==> src/rtl/tpm_rd_pkg.sv <==
package tpm_rd_pkg;

  localparam int STS_VALID_BIT  = 7;
  localparam int STS_CMDRDY_BIT = 6;
  localparam int STS_AVAIL_BIT  = 4;
  localparam int BURST_LSB      = 8;
  localparam int BURST_W        = 16;
  localparam int HDR_BYTES      = 6;

  typedef enum logic [3:0] {
    ST_IDLE,
    ST_WAIT_DATA,
    ST_BURST_CHK,
    ST_BURST_POLL,
    ST_READ,
    ST_EMIT,
    ST_WAIT_VALID,
    ST_FINAL,
    ST_READY_WR
  } rd_state_e;

  typedef enum logic [2:0] {
    RC_OK       = 3'd0,
    RC_TIMEOUT  = 3'd1,
    RC_STUCK    = 3'd2,
    RC_BAD_SIZE = 3'd3,
    RC_LEFTOVER = 3'd4
  } rd_code_e;

endpackage

==> src/rtl/tpm_rd_bus_port.sv <==
module tpm_rd_bus_port #(
  parameter int ADDR_W = 12
) (
  input  logic              clk,
  input  logic              rst,
  input  logic              go,
  input  logic              go_we,
  input  logic [ADDR_W-1:0] go_addr,
  input  logic [31:0]       go_wdata,
  input  logic              bus_ack,
  output logic              bus_req,
  output logic              bus_we,
  output logic [ADDR_W-1:0] bus_addr,
  output logic [31:0]       bus_wdata,
  output logic              busy,
  output logic              rsp
);

  always_ff @(posedge clk) begin
    if (rst) begin
      bus_req   <= 1'b0;
      bus_we    <= 1'b0;
      bus_addr  <= '0;
      bus_wdata <= '0;
    end else if (go && !bus_req) begin
      bus_req   <= 1'b1;
      bus_we    <= go_we;
      bus_addr  <= go_addr;
      bus_wdata <= go_wdata;
    end else if (bus_req && bus_ack) begin
      bus_req <= 1'b0;
    end
  end

  assign busy = bus_req;
  assign rsp  = bus_req && bus_ack;

endmodule

==> src/rtl/tpm_rd_poll_timer.sv <==
module tpm_rd_poll_timer #(
  parameter int POLL_LIMIT = 1000000,
  parameter int POLL_GAP   = 100
) (
  input  logic clk,
  input  logic rst,
  input  logic clr,
  input  logic fail,
  output logic hit_limit,
  output logic gap_idle
);

  localparam int CNT_W = $clog2(POLL_LIMIT + 1);
  localparam int GAP_W = $clog2(POLL_GAP + 2);

  logic [CNT_W-1:0] fails_q;
  logic [GAP_W-1:0] gap_q;

  assign hit_limit = fail && (fails_q == CNT_W'(POLL_LIMIT - 1));
  assign gap_idle  = (gap_q == '0);

  always_ff @(posedge clk) begin
    if (rst || clr) begin
      fails_q <= '0;
    end else if (fail && !hit_limit) begin
      fails_q <= fails_q + CNT_W'(1);
    end
  end

  always_ff @(posedge clk) begin
    if (rst) begin
      gap_q <= '0;
    end else if (fail) begin
      gap_q <= GAP_W'(POLL_GAP);
    end else if (gap_q != '0) begin
      gap_q <= gap_q - GAP_W'(1);
    end
  end

endmodule

==> src/rtl/tpm_rd_len_track.sv <==
module tpm_rd_len_track #(
  parameter int LEN_W = 16
) (
  input  logic             clk,
  input  logic             rst,
  input  logic             load,
  input  logic [LEN_W-1:0] buf_size,
  input  logic             take,
  input  logic [7:0]       byte_in,
  output logic [LEN_W-1:0] offset,
  output logic             at_end,
  output logic             size_bad
);

  import tpm_rd_pkg::*;

  logic [LEN_W-1:0] expect_q;
  logic [LEN_W-1:0] cap_q;
  logic [23:0]      hdr_q;
  logic [31:0]      hdr_len;
  logic             last_hdr;
  logic             in_len_field;

  assign hdr_len      = {hdr_q, byte_in};
  assign last_hdr     = (offset == LEN_W'(HDR_BYTES - 1));
  assign in_len_field = (offset >= LEN_W'(2)) && (offset < LEN_W'(HDR_BYTES - 1));
  assign size_bad     = take && last_hdr &&
                        ((hdr_len < 32'(HDR_BYTES)) || (hdr_len > 32'(cap_q)));
  assign at_end       = (offset == expect_q);

  always_ff @(posedge clk) begin
    if (rst) begin
      offset   <= '0;
      expect_q <= '0;
      cap_q    <= '0;
      hdr_q    <= '0;
    end else if (load) begin
      offset   <= '0;
      expect_q <= buf_size;
      cap_q    <= buf_size;
      hdr_q    <= '0;
    end else if (take) begin
      offset <= offset + LEN_W'(1);
      if (in_len_field) begin
        hdr_q <= {hdr_q[15:0], byte_in};
      end
      if (last_hdr && !size_bad) begin
        expect_q <= hdr_len[LEN_W-1:0];
      end
    end
  end

endmodule

==> src/rtl/tpm_resp_drain.sv <==
module tpm_resp_drain #(
  parameter int                LEN_W      = 16,
  parameter int                ADDR_W     = 12,
  parameter logic [ADDR_W-1:0] STS_ADDR   = 'h018,
  parameter logic [ADDR_W-1:0] FIFO_ADDR  = 'h024,
  parameter int                POLL_LIMIT = 1000000,
  parameter int                POLL_GAP   = 100
) (
  input  logic              clk,
  input  logic              rst,
  input  logic              start,
  input  logic [LEN_W-1:0]  buf_size,
  output logic              bus_req,
  output logic              bus_we,
  output logic [ADDR_W-1:0] bus_addr,
  output logic [31:0]       bus_wdata,
  input  logic              bus_ack,
  input  logic [31:0]       bus_rdata,
  output logic              out_valid,
  output logic [7:0]        out_data,
  input  logic              out_ready,
  output logic              done,
  output logic [2:0]        result,
  output logic [LEN_W-1:0]  byte_count
);

  import tpm_rd_pkg::*;

  rd_state_e           state;
  logic [BURST_W-1:0]  burst_q;
  logic                avail_q;
  logic [BURST_W-1:0]  rd_burst;
  logic                rd_valid;
  logic                rd_avail;

  logic                go, go_we;
  logic [ADDR_W-1:0]   go_addr;
  logic [31:0]         go_wdata;
  logic                busy, rsp;
  logic                tmr_clr, tmr_fail, hit_limit, gap_idle;
  logic                take, size_bad, at_end;
  logic [LEN_W-1:0]    offset;
  logic                polling, poll_ok;
  logic                fin;
  rd_code_e            fin_code;
  logic [LEN_W-1:0]    fin_count;
  logic                unused_rdata;

  assign rd_burst     = bus_rdata[BURST_LSB +: BURST_W];
  assign rd_valid     = bus_rdata[STS_VALID_BIT];
  assign rd_avail     = bus_rdata[STS_AVAIL_BIT];
  assign unused_rdata = ^{bus_rdata[31:24], bus_rdata[6:5], bus_rdata[3:0]};

  tpm_rd_bus_port #(.ADDR_W(ADDR_W)) u_port (
    .clk(clk), .rst(rst), .go(go), .go_we(go_we), .go_addr(go_addr),
    .go_wdata(go_wdata), .bus_ack(bus_ack), .bus_req(bus_req),
    .bus_we(bus_we), .bus_addr(bus_addr), .bus_wdata(bus_wdata),
    .busy(busy), .rsp(rsp)
  );

  tpm_rd_poll_timer #(.POLL_LIMIT(POLL_LIMIT), .POLL_GAP(POLL_GAP)) u_timer (
    .clk(clk), .rst(rst), .clr(tmr_clr), .fail(tmr_fail),
    .hit_limit(hit_limit), .gap_idle(gap_idle)
  );

  tpm_rd_len_track #(.LEN_W(LEN_W)) u_len (
    .clk(clk), .rst(rst), .load(state == ST_IDLE && start),
    .buf_size(buf_size), .take(take), .byte_in(out_data),
    .offset(offset), .at_end(at_end), .size_bad(size_bad)
  );

  // Bus launches, poll evaluation and run termination
  always_comb begin
    go       = 1'b0;
    go_we    = 1'b0;
    go_addr  = STS_ADDR;
    go_wdata = '0;
    polling  = (state == ST_WAIT_DATA) || (state == ST_BURST_POLL) ||
               (state == ST_WAIT_VALID);
    case (state)
      ST_WAIT_DATA:  poll_ok = rd_valid && rd_avail;
      ST_BURST_POLL: poll_ok = (rd_burst != '0);
      default:       poll_ok = rd_valid;
    endcase
    if (polling && !busy && gap_idle) go = 1'b1;
    if (state == ST_READ && !busy && burst_q != '0 && !at_end) begin
      go      = 1'b1;
      go_addr = FIFO_ADDR;
    end
    if (state == ST_FINAL && !avail_q && !busy) begin
      go       = 1'b1;
      go_we    = 1'b1;
      go_wdata = 32'(1) << STS_CMDRDY_BIT;
    end
    take     = (state == ST_EMIT) && out_ready;
    tmr_fail = polling && rsp && !poll_ok;
    tmr_clr  = (state == ST_IDLE && start) || (polling && rsp && poll_ok);

    fin       = 1'b0;
    fin_code  = RC_OK;
    fin_count = offset;
    if (tmr_fail && hit_limit) begin
      fin      = 1'b1;
      fin_code = (state == ST_BURST_POLL) ? RC_STUCK : RC_TIMEOUT;
    end
    if (take && size_bad) begin
      fin       = 1'b1;
      fin_code  = RC_BAD_SIZE;
      fin_count = offset + LEN_W'(1);
    end
    if (state == ST_FINAL && avail_q) begin
      fin      = 1'b1;
      fin_code = RC_LEFTOVER;
    end
    if (state == ST_READY_WR && rsp) begin
      fin = 1'b1;
    end
  end

  always_ff @(posedge clk) begin
    if (rst) begin
      state     <= ST_IDLE;
      burst_q   <= '0;
      avail_q   <= 1'b0;
      out_valid <= 1'b0;
      out_data  <= '0;
    end else if (fin) begin
      state     <= ST_IDLE;
      out_valid <= 1'b0;
    end else begin
      case (state)
        ST_IDLE: if (start) state <= ST_WAIT_DATA;
        ST_WAIT_DATA: if (rsp && poll_ok) begin
          avail_q <= rd_avail;
          burst_q <= rd_burst;
          state   <= ST_BURST_CHK;
        end
        ST_BURST_CHK: state <= (burst_q != '0) ? ST_READ : ST_BURST_POLL;
        ST_BURST_POLL: if (rsp && poll_ok) begin
          burst_q <= rd_burst;
          state   <= ST_READ;
        end
        ST_READ: begin
          if (rsp) begin
            out_data  <= bus_rdata[7:0];
            out_valid <= 1'b1;
            state     <= ST_EMIT;
          end else if (!busy && (burst_q == '0 || at_end)) begin
            state <= ST_WAIT_VALID;
          end
        end
        ST_EMIT: if (out_ready) begin
          out_valid <= 1'b0;
          burst_q   <= burst_q - BURST_W'(1);
          state     <= ST_READ;
        end
        ST_WAIT_VALID: if (rsp && poll_ok) begin
          avail_q <= rd_avail;
          if (!at_end && rd_avail) begin
            burst_q <= rd_burst;
            state   <= ST_BURST_CHK;
          end else begin
            state <= ST_FINAL;
          end
        end
        ST_FINAL: state <= ST_READY_WR;
        ST_READY_WR: ;
        default: state <= ST_IDLE;
      endcase
    end
  end

  always_ff @(posedge clk) begin
    if (rst) begin
      done       <= 1'b0;
      result     <= RC_OK;
      byte_count <= '0;
    end else begin
      done <= fin;
      if (fin) begin
        result     <= fin_code;
        byte_count <= fin_count;
      end
    end
  end

endmodule

==> config.mk <==
export PLATFORM = sky130hd
export DESIGN_NAME = tpm_resp_drain
export DESIGN_NICKNAME = d
export VERILOG_FILES = /design/src/rtl/tpm_rd_pkg.sv /design/src/rtl/tpm_rd_bus_port.sv /design/src/rtl/tpm_rd_poll_timer.sv /design/src/rtl/tpm_rd_len_track.sv /design/src/rtl/tpm_resp_drain.sv
export SDC_FILE = /design/constraint.sdc
export NUM_CORES = 1
export LEC_CHECK = 0
export BUFFER_PORTS_ARGS = -buffer_cell sky130_fd_sc_hd__buf_4
export CAP_MARGIN = 20
export CORE_UTILIZATION = 59
export CTS_BUF_LIST = sky130_fd_sc_hd__clkbuf_16
export DETAILED_ROUTE_END_ITERATION = 12
export PLACE_DENSITY_LB_ADDON = 0.15
export SLEW_MARGIN = 15
export SYNTH_ARGS = -nofsm -noshare
export SYNTH_HDL_FRONTEND = slang
export SYNTH_HIERARCHICAL = 1
export SYNTH_SLANG_ARGS = --single-unit
export TNS_END_PERCENT = 1
==> constraint.sdc <==
create_clock -name clk -period 3.9 [get_ports clk]
set_input_delay 0.195 -clock clk [delete_from_list [all_inputs] [get_ports clk]]
set_output_delay 0.195 -clock clk [all_outputs]
set_load 0.02 [all_outputs]
==> results.cfg, run 1 <==
[timing]
worst_clock_skew_ns = 0.0134
finalSetupViolations = 0
worst_slew_margin_rel = 0.412
hold_viol = 0
final_min_period_ns = 3.54
maxSlewViolCount = 0
fraction_of_the_cycle_the_final_worst_path_needs = 0.907
fin_tns_setup_ns = 0
rsz0062_at_grt = no
hold_slack_ns = 0.00871
tightest_slew_ns = 0.880
final_critical_path_setup_slack_ns = 0.361
maximum_clock_frequency_ghz = 0.283

[detailed_routing]
detail_route.first_pass.iterations = 5
routed-wl-met2_mm = 10.8
num_vias = 8778
drcViolationCount = 0
met3RoutedLength_mm = 1.06
routed.top_layer = met4
violation_count_after_the_first_detailed_routing_iteration = 492
routed_wire_length_per_instance_microns = 15.3
finalWirelength_mm = 23.5
postRouteAntennaNets = 0
drt-vias-per-instance = 5.73
routedLengthMet1_mm = 11.2

[power_and_ir_drop]
power_w = 0.00649
cellLeakagePower_nw = 4.66
power.ir.vdd_worst_uv = 314
power-per-cell-area_mw_per_mm2 = 542

[floorplan]
die-area_sq_mm = 0.0178
start_util = 0.609
die-width_microns = 134
fp.dieH_microns = 134
floorplan.io_pins = 128
design.core.area_sq_mm = 0.0168
floorplan.rows = 47

[cells_and_area]
utilization = 0.714
fillers = 1323
proportion_of_layout_cells_with_a_drive_suffix_above_1 = 0.170
areaGrowthSynthToFinish_pct = 17.2
number_of_inserted_diodes = 0
final_net_count = 1378
layout.area.seq_sq_mm = 0.00390
multi_input_area_sq_mm = 0.00582

[cts]
cts_sinks = 195
cts_tree = done
cts.path.max_buffers = 2
clockRootBuffer = sky130_fd_sc_hd__clkbuf_16
cts_made_buffers = 17
clkTransAtPathRegs_ns = 0.07
clock_insertion_delay_worst_skew_ns = 0.43
cts.repair_timing.setup_buffer_count = 0
clock_tree.htree_level_count = 4
post_cts_resize_count = 0

[status]
run_status = finished, final reports clean

[grt]
total_routing_usage_gr = 0.268
grt.overflow.total = 0
grt_antenna_before_repair = 0
maximum_number_of_pins_on_one_net_before_global_route_repair = 92
vias_in_the_first_global_route = 8120
grt_pass1_wl_mm = 38.9

[synth]
synth_cells = 1174
synthTopCellsByArea = sky130_fd_sc_hd__dfxtp_1 38%, sky130_fd_sc_hd__mux2i_1 5.5%, sky130_fd_sc_hd__nand4bb_1 5.0%, sky130_fd_sc_hd__nor2_1 4.6%, sky130_fd_sc_hd__nand2b_1 3.5%
synth.ff_latch_count = 195
synth_top_area_cell = sky130_fd_sc_hd__dfxtp_1
synth.yosys.warnings = 6
ys_types = 71
mappedNetlistArea_sq_mm = 0.0102
asyncSetResetFlopFracSynth = 0
synth.top_cells.by_count = 195 x sky130_fd_sc_hd__dfxtp_1, 125 x sky130_fd_sc_hd__nor2_1, 63 x sky130_fd_sc_hd__nand2_1
ys.flop_type = sky130_fd_sc_hd__dfxtp_1
synth_seq_area_share = 0.382
synthMostInstantiatedCell = sky130_fd_sc_hd__dfxtp_1
synthesis.area_per_instance_sq_um = 8.70
netlist.area_leader.share = 0.382
post_synth_edffs = 0

[worst_hold_path]
hold_path.class = primary input to flop
worstHoldPathCells = 3

[placement]
dp_hpwl_mm = 15.9
place_ws_ns = 0.383
io_buffer_count = 119
gp_routability_congestion = 0.886

[worst_setup_path]
crit_type = flop to flop
rr_worst_depth = 12
worst-endpoint-required_ns = 4.25
start_kind = flop
arrival_ns = 3.89
path_max_fanout = 13
timing.critical_path.to_type = flop

[flow_run]
max_cap_viol_count = 0
[layer usage]
| layer | global-route usage | vias to the layer above |
|---|---|---|
| met1 | 0.360 | 4099 |
| met2 | 0.436 | 246 |
| li1 | - | 4407 |
| met4 | 0.0764 | 0 |
| met3 | 0.0514 | 26 |
| met5 | 0 | - |
[critical path, stage by stage, from the launching register on]
cell	delay (ns)
sky130_fd_sc_hd__dfxtp_1	0.45
sky130_fd_sc_hd__ha_1	0.30
sky130_fd_sc_hd__a21oi_1	0.15
sky130_fd_sc_hd__nand2_1	0.07
sky130_fd_sc_hd__a21oi_1	0.14
sky130_fd_sc_hd__or4b_1	0.47
sky130_fd_sc_hd__nand2_1	0.09
sky130_fd_sc_hd__a21oi_1	0.10
sky130_fd_sc_hd__nand3_1	0.19
sky130_fd_sc_hd__nand3_1	0.09
sky130_fd_sc_hd__or4_1	0.73
sky130_fd_sc_hd__or3b_2	0.52
sky130_fd_sc_hd__a31oi_1	0.17
[sequential cells by signal, summed over array words and instances (netlist names), 3 cells and up]
name,count
burst_q,16
byte_count,16
out_data,8
result,3
state,4
u_len/cap_q,16
u_len/expect_q,16
u_len/hdr_q,24
u_len/offset,16
u_port/bus_addr,12
u_port/bus_wdata,32
u_timer/fails_q,20
u_timer/gap_q,7
[cells in the final DEF (no fill, tap or decap), types with 18 or more instances in the layout]
cell type,netlist,layout
sky130_fd_sc_hd__nand2_1,63,63
sky130_fd_sc_hd__xor2_1,23,23
sky130_fd_sc_hd__xnor2_1,27,27
sky130_fd_sc_hd__nand4_1,25,25
sky130_fd_sc_hd__a21o_1,19,19
sky130_fd_sc_hd__nand2b_1,57,57
sky130_fd_sc_hd__o21ai_0,46,46
sky130_fd_sc_hd__buf_4,5,147
sky130_fd_sc_hd__mux2i_1,56,56
sky130_fd_sc_hd__nor4_1,20,20
sky130_fd_sc_hd__dfxtp_1,195,195
sky130_fd_sc_hd__or3_1,18,18
sky130_fd_sc_hd__nor2_1,125,124
sky130_fd_sc_hd__inv_1,51,53
sky130_fd_sc_hd__o21ai_1,33,33
sky130_fd_sc_hd__nand4bb_1,45,45
sky130_fd_sc_hd__ha_1,25,25
sky130_fd_sc_hd__a211oi_1,21,21
sky130_fd_sc_hd__conb_1,1,39
sky130_fd_sc_hd__a21oi_1,58,58
[power breakdown]
group / switching (W) / leakage [nW] / internal, W
Clock: 0.000786 / 0.299 / 0.00102
Sequential: 0.000199 / 1.58 / 0.00227
Combinational: 0.00130 / 2.78 / 0.000918
Total: 0.00228 / 4.66 / 0.00420
[metrics by stage]
stage / cells / area [sq um]
finish: 1533 / 12000
floorplan: 1212 / 10400
global placement: 1495 / 11300
detailed placement: 1495 / 11300
CTS: 1533 / 12000
global route: 1533 / 12000
[final timing paths]
| kind | to | from | slack, ns |
|---|---|---|---|
| min | u_len/cap_q[12]$_SDFFE_PP0P_ | buf_size[12] | 0.009 |
| max | burst_q[0]$_SDFFE_PP0P_ | u_len/hdr_q[6]$_SDFFE_PP0P_ | 0.36 |
| min reg2reg | byte_count[0]$_SDFFE_PP0P_ | byte_count[0]$_SDFFE_PP0P_ | 0.46 |
| max reg2reg | burst_q[0]$_SDFFE_PP0P_ | u_len/hdr_q[6]$_SDFFE_PP0P_ | 0.36 |
[timing repair]
item                                    in CTS  in global routing
hold endpoints to repair                     6                  0
endpoints found under the setup margin       0                  0
hold buffers                                 6                  0
[cell type report]
class,instances,area share
clock inverter,15,0.0155
multi-input combinational,881,0.486
timing repair buffer,153,0.0973
tap,220,0.0230
clock buffer,17,0.0356
sequential,195,0.326
inverter,52,0.0163
[logic make-up (layout without fill, tap and decap cells)]
| kind of cell | after synthesis | count (layout) | share of synthesized area |
|---|---|---|---|
| buffers and inverters | 136 | 237 | 0.0642 |
| DFF | 195 | 195 | 0.382 |
| AOI/OAI and AO/OA | 245 | 245 | 0.151 |
| other | 1 | 39 | 0.000367 |
| and+or+nand+nor | 466 | 466 | 0.273 |
| xor gates and xnor gates | 50 | 50 | 0.0429 |
| muxes | 56 | 56 | 0.0549 |
| adders and majority gates | 25 | 25 | 0.0306 |
(Power assumes the default switching activity.)
==> run 2: changes to the inputs <==
CORE_UTILIZATION = 57   (was 59)
SYNTH_HIERARCHICAL = not set   (was 1)
==> run 2 against run 1 <==
Clock power fell by 11%. Non-clock buffer count shrank 63. Synthesized cell count shrank 15%. Power decreased by 24%. First-iteration DRC count rose by 6.1%. Synthesized area shrank 23%. Clock skew down 0.0032 ns. Flip-flop and latch count decreased by 42. Critical endpoint is now burst_q[14]$_SDFFE_PP0P_. Largest cell class unchanged. Largest power group unchanged. Highest routed layer unchanged.
==> results.cfg, run 2 <==
[worst_hold_path]
hold_path.class = primary input to flop

[cells_and_area]
multi_input_area_sq_mm = 0.00427
number_of_inserted_diodes = 0
layout.cells.most_common = sky130_fd_sc_hd__dfxtp_1
most-common-layout-cells = 153 x sky130_fd_sc_hd__dfxtp_1, 145 x sky130_fd_sc_hd__nand2_1, 102 x sky130_fd_sc_hd__a21oi_1, 90 x sky130_fd_sc_hd__nor2_1, 90 x sky130_fd_sc_hd__buf_4
proportion_of_layout_cells_with_a_drive_suffix_above_1 = 0.128
largest_register_ffs = 24
fillers = 1198
layout.area.seq_sq_mm = 0.00306
largest_registers = u_len.hdr_q: 24 flops, u_timer.fails_q: 20 flops
areaGrowthSynthToFinish_pct = 13.1
regMostFlops = u_len.hdr_q
final_net_count = 1111

[grt]
grt_pass1_wl_mm = 30.9
vias_in_the_first_global_route = 6237
grt_antenna_before_repair = 0
maximum_number_of_pins_on_one_net_before_global_route_repair = 79
total_routing_usage_gr = 0.271
grt.overflow.total = 0

[timing]
fin_tns_setup_ns = 0
worst_slew_margin_rel = 0.418
rsz0062_at_grt = no
tightest_slew_ns = 0.873
hold_viol = 0
final_min_period_ns = 3.08
finalSetupViolations = 0
worst_clock_skew_ns = 0.0102
maximum_clock_frequency_ghz = 0.325
maxSlewViolCount = 0
fraction_of_the_cycle_the_final_worst_path_needs = 0.789

[synth]
netlist.area_leader.share = 0.389
synth.top_cells.by_count = 153 x sky130_fd_sc_hd__dfxtp_1, 145 x sky130_fd_sc_hd__nand2_1, 103 x sky130_fd_sc_hd__a21oi_1
synth_seq_area_share = 0.389
mappedNetlistArea_sq_mm = 0.00788
synthMostInstantiatedCell = sky130_fd_sc_hd__dfxtp_1
ys.flop_type = sky130_fd_sc_hd__dfxtp_1
synth_cells = 993
asyncSetResetFlopFracSynth = 0
synth_top_area_cell = sky130_fd_sc_hd__dfxtp_1
synthesis.area_per_instance_sq_um = 7.93
synth.yosys.warnings = 0
synthTopCellsByArea = sky130_fd_sc_hd__dfxtp_1 39%, sky130_fd_sc_hd__nand2_1 6.9%, sky130_fd_sc_hd__a21oi_1 6.5%, sky130_fd_sc_hd__nor2_1 4.3%, sky130_fd_sc_hd__buf_4 4.2%
ys_types = 69
synth.ff_latch_count = 153
post_synth_edffs = 0

[detailed_routing]
routed_wire_length_per_instance_microns = 15.4
num_vias = 6958
detail_route.first_pass.iterations = 5
postRouteAntennaNets = 0
drcViolationCount = 0
drt-vias-per-instance = 5.69
finalWirelength_mm = 18.8
violation_count_after_the_first_detailed_routing_iteration = 522

[cts]
cts_tree = done
cts_sinks = 153
clockRootBuffer = sky130_fd_sc_hd__clkbuf_16
cts.path.max_buffers = 2
cts_made_buffers = 17
post_cts_resize_count = 0
clock_insertion_delay_worst_skew_ns = 0.43
cts.repair_timing.setup_buffer_count = 0
post_cts_hold_buffer_count = 0
clock_tree.htree_level_count = 4
clkTransAtPathRegs_ns = 0.06

[worst_setup_path]
arrival_ns = 3.42
timing.critical_path.to_type = flop
worst-endpoint-required_ns = 4.24
start_kind = flop
path_max_fanout = 11
crit_type = flop to flop

[placement]
dp_hpwl_mm = 12.8
io_buffer_count = 80
gp_routability_congestion = 0.885

[floorplan]
start_util = 0.590
design.core.area_sq_mm = 0.0133
die-width_microns = 120
die-area_sq_mm = 0.0143
floorplan.io_pins = 128
floorplan.rows = 42
fp.dieH_microns = 120

[power_and_ir_drop]
cellLeakagePower_nw = 3.49
power-per-cell-area_mw_per_mm2 = 553
power.ir.vdd_worst_uv = 399
power_w = 0.00493

[status]
run_status = finished, final reports clean

[flow_run]
max_cap_viol_count = 0
[run 2: cell types whose count changed in the layout (fill, tap and decap cells not counted), sizes merged, moves of 16 or more]
| cell | before | now |
|---|---|---|
| o22ai | 0 | 18 |
| a21boi | 0 | 18 |
| nand4bb | 45 | 1 |
| mux2i | 56 | 4 |
| nand2 | 63 | 145 |
| a21oi | 58 | 103 |
| inv | 57 | 32 |
| a2111oi | 19 | 3 |
| o21ai | 93 | 36 |
| dfxtp | 195 | 153 |
| buf | 147 | 90 |
| nand2b | 58 | 2 |
| nor2 | 125 | 90 |
| nand3 | 18 | 41 |
[run 2: final timing paths]
| check | startpoint | endpoint | slack (ns) | cells past startpoint |
|---|---|---|---|---|
| min reg2reg | u_len.hdr_q[23]$_SDFFE_PP0P_ | u_len.hdr_q[23]$_SDFFE_PP0P_ | 0.45 | 2 |
| max | out_data[1]$_SDFFE_PP0P_ | burst_q[14]$_SDFFE_PP0P_ | 0.82 | 8 |
| max reg2reg | out_data[1]$_SDFFE_PP0P_ | burst_q[14]$_SDFFE_PP0P_ | 0.82 | 8 |
| min | buf_size[11] | u_len.cap_q[11]$_SDFFE_PP0P_ | 0.03 | 3 |
[run 2: kinds of logic (layout without fill, tap and decap cells)]
logic type	Yosys count	in the layout	synth area share
AO/OA/AOI/OAI	226	226	0.178
XOR/XNOR	50	50	0.0556
adder cells (fa/ha/maj)	23	23	0.0365
buffers and inverters	136	151	0.0888
flip-flops	153	153	0.389
multiplexers	4	4	0.00508
other	1	39	0.000476
AND/OR/NAND/NOR	400	400	0.247
[run 2: metal layers]
layer / routed length, microns / GRT usage
met2: 8760 / 0.427
met4: 313 / 0.0930
met3: 1000 / 0.0475
met1: 8760 / 0.373
met5: 0 / 0
[run 2: critical path: stages (launching register included)]
cell and delay (ns):
sky130_fd_sc_hd__dfxtp_1 0.43, sky130_fd_sc_hd__ha_1 0.28, sky130_fd_sc_hd__nor2b_1 0.13, sky130_fd_sc_hd__o211ai_1 0.15, sky130_fd_sc_hd__a2111oi_0 0.14, sky130_fd_sc_hd__or4_1 0.55, sky130_fd_sc_hd__a21oi_2 0.51, sky130_fd_sc_hd__nand3_1 0.48
sky130_fd_sc_hd__o21ai_0 0.31
[run 2: area by class of cell]
class / count / area share
Clock buffer: 17 / 0.0478
Multi-Input combinational cell: 742 / 0.479
Clock inverter: 13 / 0.0154
Sequential cell: 153 / 0.344
Tap cell: 176 / 0.0247
Timing Repair Buffer: 90 / 0.0758
Inverter: 31 / 0.0131
[run 2: through the flow]
| step | cells | hold WS [ns] | util | worst slack (ns) | instance area, sq um |
|---|---|---|---|---|---|
| after detailed placement | 1192 | 0.446 | 0.625 | 0.924 | 8350 |
| after CTS | 1222 | 0.0218 | 0.667 | 0.876 | 8910 |
| after global routing | 1222 | 0.0409 | 0.667 | 0.586 | 8910 |
| after floorplan | 1031 | 0.339 | - | 1.23 | 8020 |
| final | 1222 | 0.0315 | 0.667 | 0.823 | 8910 |
| after global placement | 1192 | 0.442 | 0.625 | 0.973 | 8350 |
[run 2: power by group]
group	internal (W)	leakage (nW)	switching (W)	total, W
clock	0.000981	0.273	0.000629	0.00161
combinational	0.000529	1.98	0.000884	0.00141
sequential	0.00173	1.24	0.000172	0.00190
